## src/rtl/aclink_pkg.sv

```systemverilog
package aclink_pkg;

    typedef enum logic [1:0] {
        ST_HOLD_RESET = 2'd0,
        ST_WAIT_CLOCK = 2'd1,
        ST_RUN        = 2'd2
    } link_state_e;

endpackage

```

## src/rtl/aclink_pin_sync.sv

```systemverilog
// Brings the codec bit clock and capture data into the clk domain and
// turns bit-clock transitions into one-cycle rise/fall events.
module aclink_pin_sync (
    input  logic clk,
    input  logic rst_n,
    input  logic bclk_pin,
    input  logic sdin_pin,
    output logic bclk_rise,
    output logic bclk_fall,
    output logic sdin_s
);

    logic [1:0] bclk_pipe_q;
    logic       bclk_prev_q;
    logic [1:0] sdin_pipe_q;

    always_ff @(posedge clk or negedge rst_n) begin
        if (!rst_n) begin
            bclk_pipe_q <= '0;
            bclk_prev_q <= 1'b0;
            sdin_pipe_q <= '0;
        end else begin
            bclk_pipe_q <= {bclk_pipe_q[0], bclk_pin};
            bclk_prev_q <= bclk_pipe_q[1];
            sdin_pipe_q <= {sdin_pipe_q[0], sdin_pin};
        end
    end

    assign bclk_rise = bclk_pipe_q[1] & ~bclk_prev_q;
    assign bclk_fall = ~bclk_pipe_q[1] & bclk_prev_q;
    assign sdin_s    = sdin_pipe_q[1];

endmodule

```

## src/rtl/aclink_tx_framer.sv

```systemverilog
// Builds the outgoing frame (tag plus masked slots) at frame start and
// shifts it out MSB first, one bit per rising bit-clock event.
module aclink_tx_framer #(
    parameter int NUM_SLOTS = 12,
    parameter int SLOT_W    = 20,
    parameter int TAG_W     = 16
) (
    input  logic                        clk,
    input  logic                        rst_n,
    input  logic                        shift,
    input  logic                        load,
    input  logic                        sync_val,
    input  logic [NUM_SLOTS*SLOT_W-1:0] tx_data,
    input  logic [NUM_SLOTS-1:0]        tx_valid,
    output logic                        sdout,
    output logic                        sync
);

    localparam int PAY_W      = NUM_SLOTS * SLOT_W;
    localparam int FRAME_BITS = TAG_W + PAY_W;

    logic [TAG_W-1:0]      tag_word;
    logic [PAY_W-1:0]      payload;
    logic [FRAME_BITS-1:0] frame_vec;
    logic [FRAME_BITS-1:0] shreg_q;
    logic                  sdout_q;
    logic                  sync_q;

    always_comb begin
        tag_word = '0;
        tag_word[TAG_W-1] = |tx_valid;
        for (int k = 0; k < NUM_SLOTS; k++) begin
            tag_word[TAG_W-2-k] = tx_valid[k];
        end
    end

    // Slot 1 goes first on the wire, so it sits at the top of the payload.
    generate
        for (genvar s = 0; s < NUM_SLOTS; s++) begin : g_slot
            assign payload[PAY_W-1-s*SLOT_W -: SLOT_W] =
                tx_valid[s] ? tx_data[s*SLOT_W +: SLOT_W] : '0;
        end
    endgenerate

    assign frame_vec = {tag_word, payload};

    always_ff @(posedge clk or negedge rst_n) begin
        if (!rst_n) begin
            shreg_q <= '0;
            sdout_q <= 1'b0;
            sync_q  <= 1'b0;
        end else if (shift) begin
            sync_q <= sync_val;
            if (load) begin
                sdout_q <= frame_vec[FRAME_BITS-1];
                shreg_q <= {frame_vec[FRAME_BITS-2:0], 1'b0};
            end else begin
                sdout_q <= shreg_q[FRAME_BITS-1];
                shreg_q <= {shreg_q[FRAME_BITS-2:0], 1'b0};
            end
        end
    end

    assign sdout = sdout_q;
    assign sync  = sync_q;

endmodule

```

## src/rtl/aclink_rx_deframer.sv

```systemverilog
// Shifts capture bits in on falling bit-clock events and unpacks the
// whole frame into tag and slot registers after its last bit.
module aclink_rx_deframer #(
    parameter int NUM_SLOTS = 12,
    parameter int SLOT_W    = 20,
    parameter int TAG_W     = 16
) (
    input  logic                        clk,
    input  logic                        rst_n,
    input  logic                        sample,
    input  logic                        last_bit,
    input  logic                        sdin,
    output logic [TAG_W-1:0]            rx_tag,
    output logic [NUM_SLOTS*SLOT_W-1:0] rx_data,
    output logic                        frame_done
);

    localparam int PAY_W      = NUM_SLOTS * SLOT_W;
    localparam int FRAME_BITS = TAG_W + PAY_W;

    logic [FRAME_BITS-1:0] shreg_q;
    logic [FRAME_BITS-1:0] frame_in;
    logic [PAY_W-1:0]      unpacked;
    logic [TAG_W-1:0]      tag_q;
    logic [PAY_W-1:0]      data_q;
    logic                  done_q;

    assign frame_in = {shreg_q[FRAME_BITS-2:0], sdin};

    generate
        for (genvar s = 0; s < NUM_SLOTS; s++) begin : g_unpack
            assign unpacked[s*SLOT_W +: SLOT_W] = frame_in[PAY_W-1-s*SLOT_W -: SLOT_W];
        end
    endgenerate

    always_ff @(posedge clk or negedge rst_n) begin
        if (!rst_n) begin
            shreg_q <= '0;
            tag_q   <= '0;
            data_q  <= '0;
            done_q  <= 1'b0;
        end else begin
            done_q <= 1'b0;
            if (sample) begin
                shreg_q <= frame_in;
                if (last_bit) begin
                    tag_q  <= frame_in[FRAME_BITS-1 -: TAG_W];
                    data_q <= unpacked;
                    done_q <= 1'b1;
                end
            end
        end
    end

    assign rx_tag     = tag_q;
    assign rx_data    = data_q;
    assign frame_done = done_q;

endmodule

```

## src/rtl/aclink_ctrl.sv

```systemverilog
module aclink_ctrl
    import aclink_pkg::*;
#(
    parameter int NUM_SLOTS    = 12,
    parameter int SLOT_W       = 20,
    parameter int TAG_W        = 16,
    parameter int RESET_CYCLES = 64,
    parameter int WARM_EDGES   = 4
) (
    input  logic                        clk,
    input  logic                        rst_n,
    input  logic                        ac_bclk,
    input  logic                        ac_sdin,
    output logic                        ac_reset_n,
    output logic                        ac_sync,
    output logic                        ac_sdout,
    input  logic [NUM_SLOTS*SLOT_W-1:0] tx_data,
    input  logic [NUM_SLOTS-1:0]        tx_valid,
    output logic [TAG_W-1:0]            rx_tag,
    output logic [NUM_SLOTS*SLOT_W-1:0] rx_data,
    output logic                        frame_done
);

    localparam int FRAME_BITS = TAG_W + NUM_SLOTS * SLOT_W;
    localparam int POS_W      = $clog2(FRAME_BITS);
    localparam int RST_W      = $clog2(RESET_CYCLES + 1);
    localparam int WARM_W     = $clog2(WARM_EDGES + 1);

    link_state_e       state_q, state_d;
    logic [RST_W-1:0]  rst_cnt_q;
    logic [WARM_W-1:0] warm_cnt_q;
    logic [POS_W-1:0]  pos_q;
    logic [POS_W-1:0]  drive_pos_q;
    logic              started_q;
    logic              link_running;
    logic              bclk_rise, bclk_fall, sdin_s;
    logic              tx_step, frame_start, rx_step, rx_last;

    aclink_pin_sync i_pins (
        .clk       (clk),
        .rst_n     (rst_n),
        .bclk_pin  (ac_bclk),
        .sdin_pin  (ac_sdin),
        .bclk_rise (bclk_rise),
        .bclk_fall (bclk_fall),
        .sdin_s    (sdin_s)
    );

    // Next-state logic: T_RELEASE and T_LOCK.
    always_comb begin
        state_d = state_q;
        unique case (state_q)
            ST_HOLD_RESET: if (rst_cnt_q == RST_W'(RESET_CYCLES - 1)) state_d = ST_WAIT_CLOCK;
            ST_WAIT_CLOCK: if (bclk_rise && warm_cnt_q == WARM_W'(WARM_EDGES - 1)) state_d = ST_RUN;
            ST_RUN:        state_d = ST_RUN;
            default:       state_d = ST_HOLD_RESET;
        endcase
    end

    // State register.
    always_ff @(posedge clk or negedge rst_n) begin
        if (!rst_n) begin
            state_q <= ST_HOLD_RESET;
        end else begin
            state_q <= state_d;
        end
    end

    // State outputs.
    always_comb begin
        ac_reset_n   = 1'b0;
        link_running = 1'b0;
        unique case (state_q)
            ST_HOLD_RESET: ;
            ST_WAIT_CLOCK: ac_reset_n = 1'b1;
            ST_RUN: begin
                ac_reset_n   = 1'b1;
                link_running = 1'b1;
            end
            default: ;
        endcase
    end

    // Sequencing counters.
    always_ff @(posedge clk or negedge rst_n) begin
        if (!rst_n) begin
            rst_cnt_q  <= '0;
            warm_cnt_q <= '0;
        end else begin
            if (state_q == ST_HOLD_RESET) rst_cnt_q <= rst_cnt_q + 1'b1;
            if (state_q == ST_WAIT_CLOCK && bclk_rise) warm_cnt_q <= warm_cnt_q + 1'b1;
        end
    end

    assign tx_step     = link_running & bclk_rise;
    assign frame_start = tx_step & (pos_q == '0);

    // Slot/bit position: pos_q is the next bit to send, drive_pos_q the
    // bit currently on the wire (the one the codec answers on the fall).
    always_ff @(posedge clk or negedge rst_n) begin
        if (!rst_n) begin
            pos_q       <= '0;
            drive_pos_q <= '0;
            started_q   <= 1'b0;
        end else if (tx_step) begin
            drive_pos_q <= pos_q;
            started_q   <= 1'b1;
            pos_q       <= (pos_q == POS_W'(FRAME_BITS - 1)) ? '0 : pos_q + 1'b1;
        end
    end

    assign rx_step = link_running & bclk_fall & started_q;
    assign rx_last = (drive_pos_q == POS_W'(FRAME_BITS - 1));

    aclink_tx_framer #(
        .NUM_SLOTS (NUM_SLOTS),
        .SLOT_W    (SLOT_W),
        .TAG_W     (TAG_W)
    ) i_tx (
        .clk      (clk),
        .rst_n    (rst_n),
        .shift    (tx_step),
        .load     (frame_start),
        .sync_val (pos_q < POS_W'(TAG_W)),
        .tx_data  (tx_data),
        .tx_valid (tx_valid),
        .sdout    (ac_sdout),
        .sync     (ac_sync)
    );

    aclink_rx_deframer #(
        .NUM_SLOTS (NUM_SLOTS),
        .SLOT_W    (SLOT_W),
        .TAG_W     (TAG_W)
    ) i_rx (
        .clk        (clk),
        .rst_n      (rst_n),
        .sample     (rx_step),
        .last_bit   (rx_last),
        .sdin       (sdin_s),
        .rx_tag     (rx_tag),
        .rx_data    (rx_data),
        .frame_done (frame_done)
    );

endmodule

```

## config.mk

```make
export PLATFORM = sky130hd
export DESIGN_NAME = aclink_ctrl
export DESIGN_NICKNAME = d
export VERILOG_FILES = /design/src/rtl/aclink_pkg.sv /design/src/rtl/aclink_pin_sync.sv /design/src/rtl/aclink_tx_framer.sv /design/src/rtl/aclink_rx_deframer.sv /design/src/rtl/aclink_ctrl.sv
export SDC_FILE = /design/constraint.sdc
export NUM_CORES = 1
export LEC_CHECK = 0
export ABC_AREA = 1
export BUFFER_PORTS_ARGS = -buffer_cell sky130_fd_sc_hd__buf_2
export CORE_MARGIN = 5
export CORE_UTILIZATION = 30
export CTS_CLUSTER_DIAMETER = 150
export DETAILED_ROUTE_END_ITERATION = 8
export PLACE_DENSITY = 0.48
export SKIP_LAST_GASP = 1
export SYNTH_ARGS = -nofsm -noshare
export SYNTH_HDL_FRONTEND = slang
export SYNTH_SLANG_ARGS = --single-unit
```

## constraint.sdc

```tcl
create_clock -name clk -period 2.2 [get_ports clk]
set_clock_uncertainty 0.15 [all_clocks]
set_input_delay 0.22 -clock clk [delete_from_list [all_inputs] [get_ports clk]]
set_output_delay 0.22 -clock clk [all_outputs]
set_load 0.005 [all_outputs]
```

==> results of run 1 <==
==> cell type report <==
type,instances,area (um^2)
antenna,5,12.5
clock buffer,133,2650
timing repair buffer,999,7730
fill,11500,68200
inverter,455,1720
sequential,803,20100
multi-input combinational,2504,11100
clock inverter,36,479
tap,1512,1890
==> cell families after synthesis <==
group	count (synthesis)	synth area share [%]
muxes	1	0.0329
adders and majority gates	8	0.292
and+or+nand+nor	1959	24.1
xor gates and xnor gates	9	0.230
buffers and inverters	735	8.99
DFF	803	58.7
AOI/OAI and AO/OA	527	7.70
==> registers in the layout, indices dropped and copies added (netlist names) <==
register	cells
i_pins.sdin_pipe_q	2
i_rx.frame_done	1
drive_pos_q	8
i_rx.rx_tag	16
pos_q	8
i_tx.shreg_q	255
warm_cnt_q	3
started_q	1
i_tx.sync	1
state_q	2
i_tx.sdout	1
i_pins.bclk_prev_q	1
i_pins.bclk_pipe_q	2
i_rx.rx_data	240
i_rx.shreg_q	255
rst_cnt_q	7
==> power by group <==
group          switching (mW)  internal (mW)
Combinational           0.656          0.682
Clock                    6.46           9.27
Sequential            0.00293           14.8
==> worst reg2reg max path, cell delays in order, from the launching register on <==
cell	delay, ns
sky130_fd_sc_hd__dfrtp_1	0.37
sky130_fd_sc_hd__inv_1	0.08
sky130_fd_sc_hd__ha_1	0.26
sky130_fd_sc_hd__nand3_4	0.12
sky130_fd_sc_hd__or2_4	0.40
sky130_fd_sc_hd__buf_16	0.32
sky130_fd_sc_hd__nand2_1	0.23
sky130_fd_sc_hd__o21ai_1	0.07
==> how the worst min path moves through the flow <==
stage | end | from | cells past startpoint | slack [ns]
floorplan | drive_pos_q[0] | rst_n | 0 | -0.23
global placement | i_rx.rx_data[148] | rst_n | 1 | 0.009
detailed placement | i_rx.rx_data[148] | rst_n | 1 | 0.001
CTS | i_pins.sdin_pipe_q[0] | ac_sdin | 2 | 0.005
global route | i_pins.bclk_pipe_q[0] | ac_bclk | 2 | 0.04
finish | i_pins.sdin_pipe_q[0] | ac_sdin | 2 | 0.07
==> through the flow <==
stage | power (mW) | util, % | TNS (ns)
finish | 31.9 | 40.1 | 0
global route | 33.1 | 40.1 | -0.261
CTS | 32.4 | 40.0 | 0
detailed placement | 15.9 | 34.3 | 0
global placement | 15.9 | 34.3 | 0
floorplan | 15.2 | - | 0
==> placed cells by master, fill, tap and decap left out, drive strengths merged <==
cell type | synthesis | routed
a21oi | 2 | 2
buf | 136 | 661
bufinv | 0 | 7
clkbuf | 144 | 133
clkinv | 0 | 20
clkinvlp | 0 | 4
dfrtp | 803 | 803
diode | 0 | 5
dlygate4sd3 | 0 | 338
ha | 8 | 8
inv | 455 | 460
mux2 | 1 | 1
nand2 | 1333 | 1333
nand3 | 510 | 510
nand3b | 7 | 7
nand4 | 80 | 80
nor2 | 25 | 25
nor3 | 1 | 1
o21ai | 525 | 525
or2 | 3 | 3
xnor2 | 3 | 3
xor2 | 6 | 6
==> layer usage <==
layer  vias to the layer above  track usage (%)  routed length (um)
met4                         2             4.14                2030
li1                      14500                -                   -
met1                     13800             23.4               47300
met3                       118             3.09                5920
met2                       757             25.1               44000
met5                         -                0                  13
==> cells in the mapped netlist, types with 2 or more instances <==
library cell and count:
sky130_fd_sc_hd__buf_6 27, sky130_fd_sc_hd__dfrtp_1 803, sky130_fd_sc_hd__inv_2 2, sky130_fd_sc_hd__o21ai_1 255
sky130_fd_sc_hd__nand3_1 509, sky130_fd_sc_hd__o21ai_0 270, sky130_fd_sc_hd__buf_1 17, sky130_fd_sc_hd__nor2_1 23
sky130_fd_sc_hd__inv_1 453, sky130_fd_sc_hd__nand2_1 1333, sky130_fd_sc_hd__xor2_1 6, sky130_fd_sc_hd__buf_2 91
sky130_fd_sc_hd__nand3b_1 7, sky130_fd_sc_hd__xnor2_1 3, sky130_fd_sc_hd__or2_2 2, sky130_fd_sc_hd__clkbuf_1 144
sky130_fd_sc_hd__nand4_1 80, sky130_fd_sc_hd__a21oi_1 2, sky130_fd_sc_hd__ha_1 8
==> what timing repair did <==
action,in CTS,in global routing
hold endpoints to repair,1052,0
hold buffers,339,0
setup endpoints to repair,3,176
setup buffers,0,8
pin swaps,0,1
resized for setup,1,1
==> impl_results.md, run 1 <==
- Result of the run: finished, final reports clean
- Synth cell types: 26
- Post-synthesis register bit count: between 800 and 900
- Clk_lat worst skew: 0.66 ns
- Shortest clock period the worst path allows after layout: about 2.1 ns
- Post-route DRC violation count: 0
- Layout area overhead: 33.4%
- Total number of placement rows: roughly 120
- Worst setup path end: i_rx.rx_data[12]
- Gate count after technology mapping: between 4000 and 5000
- Ports placed on the boundary: between 500 and 600
- Via count: between 20000 and 30000
- Leakage Power: about 22 nW
- Max Slew Vio Count: 0
- Depth of the worst register-to-register path: 7
- Crit path setup slack, layout: slightly below 0.09 ns
- Cell count after placement: a little under 6000
- Element type at the critical path start: flip-flop
- Routed vias/inst: between 4 and 5
- Area after DPL: 39100 um^2
- Crit path arrival time: approximately 2.5 ns
- Number of sinks driven by the clock tree: between 800 and 900
- Routed length per placed instance: between 15 and 20 um
- Antenna-violating nets left: 0
- Die Y: roughly 350 um
- Port Buf Inserts: ~520
- Wire length of the first global-routing pass: 161 mm
- Non-Filler Cell Area, Final: 45700 um^2
- Critical path's top delay family: simple AND/OR/NAND/NOR gates
- Vias in the first global route: about 29000
- Share of cells above drive strength 1: between 10% and 20%
- Worst vdd rail ir drop: 0.738 mV
- Cell with the largest stage delay on the worst path: sky130_fd_sc_hd__or2_4
- Buffering stage count on the worst path with inverters included: 2
- Register-to-register setup slack: 0.09 ns
- Post-Layout Cell Count: 6447
- Setup crit start: state_q[0]
- Antenna violations before repair: 7
- Maximum number of pins on one net before global-route repair: about 130
- Number of CTS-inserted buffers: 92
- Number of maximum-capacitance constraint violations: 0
- Worst flop-to-flop path startpoint: state_q[0]
- Top cell type's share of synthesized area: between 50% and 60%
- Yosys warns: 0
- DPL Wire Length: 66.3 mm
- Total of endpoints with negative setup slack in the final report: 0
- Worst setup EP type: flip-flop
- Die X: 348 um
- Drt pass-1 iters: 5
- Initial standard-cell utilization of the core: 30.1%
- Number of nets in the synthesized netlist: roughly 4300
- Placeable core region: around 110000 um^2
- Synth area leader: sky130_fd_sc_hd__dfrtp_1
- Highest cell delay on the worst timing path: about 0.40 ns
- Placement-stage worst setup slack: 0.0245 ns
- Share of synthesized registers carrying an async set or reset: 100%
- Worst rel slew slack: a little over three fifths
- Start-to-end type of the worst setup path: flip-flop to flip-flop
- Largest cells by area after synthesis: sky130_fd_sc_hd__dfrtp_1, sky130_fd_sc_hd__nand2_1, sky130_fd_sc_hd__nand3_1, sky130_fd_sc_hd__inv_1, sky130_fd_sc_hd__o21ai_0
- Root buf cell: sky130_fd_sc_hd__clkbuf_16
- Max clock buf depth: 3
- Largest fanout on the critical path: 107
- TritonCTS clock tree: done
- Detailed router's first-iteration violation count: approximately 2000
- Fmax: around 0.47 GHz
- Dominant register cell in the synthesized netlist: sky130_fd_sc_hd__dfrtp_1
- R2r endpoint: i_rx.rx_data[12]
- Post-synthesis sequential area ratio: a little under 60%
- Hold/Removal Path Class: input port to flip-flop
- Required time at the endpoint of the critical path: around 2.6 ns
- Sum of overflow across all layers after global routing: 0
- Global Route Usage Sum: 16.2%
- Combined area of all synthesized cells: about 34000 um^2
- Cells along the critical path: inv_1, ha_1, nand3_4, or2_4, buf_16, nand2_1, o21ai_1
- Final hold slack: approximately 0.07 ns
- Die Area: 121000 um^2
- Setup repair after global routing missed its margin: yes
- Share of the cycle needed by the critical path after routing: approximately 96%
- Total count of hold-check failures in the final report: 0
- Sum of routed wire length over all layers: ~100 mm
- Crit. path cell count: 7
- Count of flip-flops with a built-in enable after synthesis: 0
- Global placement routability congestion: approximately 0.78
- Clock input transition at the sequential cells of the worst setup and hold paths: 0.06 ns
- Average footprint of a synthesized cell: roughly 8.5 um^2
- Total Nets Final: roughly 5100
- Worst-margin pin slew: 0.552 ns
- H-tree Lvls: 3
- Total power density per cell area: ~700 nW/um^2
Power figures use the tool's default switching activity.
==> inputs of run 2 (changes only) <==
--- a/config.mk
+++ b/config.mk
@@ -11,7 +11,7 @@
 export CORE_UTILIZATION = 30
 export CTS_CLUSTER_DIAMETER = 150
 export DETAILED_ROUTE_END_ITERATION = 8
-export PLACE_DENSITY = 0.48
+export PLACE_DENSITY = 0.5
 export SKIP_LAST_GASP = 1
 export SYNTH_ARGS = -nofsm -noshare
 export SYNTH_HDL_FRONTEND = slang
==> constraint.sdc (replaced) <==
create_clock -name clk -period 1.7 [get_ports clk]
set_clock_uncertainty 0.15 [all_clocks]
set_input_delay 0.17 -clock clk [delete_from_list [all_inputs] [get_ports clk]]
set_output_delay 0.17 -clock clk [all_outputs]
set_load 0.005 [all_outputs]
==> run 2 against run 1 <==
The flow now finishes with violations (setup timing). Setup slack worse by 0.29 ns. Via count up 3.2%. Global-route usage up 0.30 points. Largest power group unchanged. Non-clock buffer count up 123. Power rose by 31%. Sequential power is 29% higher. Largest cell class unchanged.
==> impl_results.md, run 2 (synthesized netlist as in run 1, its figures left out) <==
- Result of the run: finished, violations left
- Failing checks: setup timing
- Via count: roughly 30000
- H-tree Lvls: 3
- Routed met1 length: a little over 50 mm
- DPL Wire Length: 67.2 mm
- Placement-stage worst setup slack: -0.220 ns
- Amount of wire on met3 after detailed routing: 6.42 mm
- Fmax: about 0.52 GHz
- Clock input transition at the sequential cells of the worst setup and hold paths: 0.06 ns
- Drt pass-1 iters: 5
- Final hold slack: just over 0.09 ns
- Wire length of the first global-routing pass: 164 mm
- Non-Filler Cell Area, Final: just under 50000 um^2
- Worst setup EP type: flip-flop
- Total of endpoints with negative setup slack in the final report: 529
- Number of CTS-inserted buffers: 93
- Leakage Power: roughly 23 nW
- Post-route DRC violation count: 0
- Routed vias/inst: 4.57
- Worst rel slew slack: between 60% and 70%
- Largest fanout on the critical path: 38
- Worst vdd rail ir drop: around 0.72 mV
- Total power: ~42 mW
- Cell count after placement: between 5000 and 6000
- Worst-margin pin slew: 0.577 ns
- Placeable core region: 114000 um^2
- Element type at the critical path start: flip-flop
- Initial standard-cell utilization of the core: 30.1%
- Die X: 348 um
- Max Slew Vio Count: 0
- TritonCTS clock tree: done
- Global Route Usage Sum: about 16%
- Root buf cell: sky130_fd_sc_hd__clkbuf_16
- Crit path setup slack, layout: -0.206 ns
- Share of the cycle needed by the critical path after routing: 112%
- Sum of routed wire length over all layers: roughly 110 mm
- Setup repair after global routing missed its margin: yes
- Global placement routability congestion: 0.782
- Required time at the endpoint of the critical path: roughly 2.1 ns
- Shortest clock period the worst path allows after layout: approximately 1.9 ns
- Routed length per placed instance: 16.5 um
- Maximum number of pins on one net before global-route repair: ~120
- Number of sinks driven by the clock tree: 803
- Post-Layout Cell Count: 6572
- Commonest non-fill, non-tap cells in the layout: sky130_fd_sc_hd__nand2_1, sky130_fd_sc_hd__dfrtp_1, sky130_fd_sc_hd__buf_2, sky130_fd_sc_hd__nand3_1, sky130_fd_sc_hd__inv_1
- Routed wire length on met2: between 40 and 50 mm
- Total power density per cell area: 863 nW/um^2
- Port Buf Inserts: slightly above 500
- Vias in the first global route: approximately 30000
- Crit path arrival time: 2.28 ns
- Total count of hold-check failures in the final report: 0
- Total Nets Final: between 5000 and 6000
- Antenna-violating nets left: 0
- Die Area: 121000 um^2
- Clk_lat worst skew: 0.65 ns
- Hold/Removal Path Class: input port to asynchronous set/reset pin
- Total number of placement rows: 124
- Sum of overflow across all layers after global routing: 0
- Die Y: 348 um
- Detailed router's first-iteration violation count: 1828
- Area after DPL: between 30000 and 40000 um^2
- Total Negative Setup Slacks: -52.74 ns
- Utilization after layout: between 40% and 50%
- Ports placed on the boundary: between 500 and 600
- Antenna violations before repair: 2
- Uppermost signal routing layer after detailed routing: met5
- Number of maximum-capacitance constraint violations: 0
- Most frequent standard cell in the layout excluding fill and tap cells: sky130_fd_sc_hd__nand2_1
- Max clock buf depth: 3
- Share of cells above drive strength 1: slightly above 20%
- Start-to-end type of the worst setup path: flip-flop to flip-flop
- Layout area overhead: 40.7%
## run 2: layer usage
layer  track usage [%]  vias to the layer above
met5                 0                        -
met4              4.76                        2
met3              2.90                      162
met2              25.8                      851
met1              23.6                    14300
li1                  -                    14700
## run 2: what timing repair did
action                                 in CTS  in global routing
hold buffers                              364                  0
gates resized for setup                    40                228
setup endpoints to repair                 693                762
endpoints found under the hold margin    1055                  0
setup buffers                               8                  7
pin swaps                                   4                  3
cloned                                      6                 44
## run 2: final timing paths
| kind | from | endpoint | slack, ns | depth (start not counted) |
|---|---|---|---|---|
| min in group clk | tx_data[52] | i_tx.shreg_q[193] | 0.17 | 4 |
| max reg2reg | state_q[0] | i_tx.shreg_q[60] | -0.21 | 10 |
| max | state_q[0] | i_tx.shreg_q[60] | -0.21 | 10 |
| max in group asynchronous | rst_n | rst_cnt_q[4] | 0.39 | 3 |
| min reg2reg | i_pins.bclk_pipe_q[0] | i_pins.bclk_pipe_q[1] | 0.21 | 0 |
| min | rst_n | i_rx.rx_data[145] | 0.09 | 3 |
## run 2: cell type report
| cell class | instances | area, um^2 |
|---|---|---|
| Fill cell | 11300 | 65700 |
| Sequential cell | 803 | 20100 |
| Multi-Input combinational cell | 2505 | 11600 |
| Timing Repair Buffer | 1122 | 9700 |
| Clock buffer | 122 | 2600 |
| Tap cell | 1512 | 1890 |
| Inverter | 455 | 1720 |
| Clock inverter | 52 | 592 |
| Antenna cell | 1 | 2.50 |
## run 2: power by group
group          leakage, nW  total [mW]  switching (mW)  internal [mW]
combinational         11.5        1.77           0.861          0.914
sequential            9.88        19.1         0.00364           19.1
clock                 1.56        20.7            8.47           12.2
total                 22.9        41.6            9.34           32.3
## run 2: critical path: stages, from the launching register on
cell	delay, ns
sky130_fd_sc_hd__dfrtp_1	0.38
sky130_fd_sc_hd__inv_2	0.08
sky130_fd_sc_hd__ha_4	0.16
sky130_fd_sc_hd__nand3_4	0.09
sky130_fd_sc_hd__nor2_4	0.12
sky130_fd_sc_hd__buf_12	0.20
sky130_fd_sc_hd__buf_12	0.14
sky130_fd_sc_hd__buf_16	0.19
sky130_fd_sc_hd__nand3_1	0.09
sky130_fd_sc_hd__nand3_1	0.09
sky130_fd_sc_hd__nand2_1	0.05
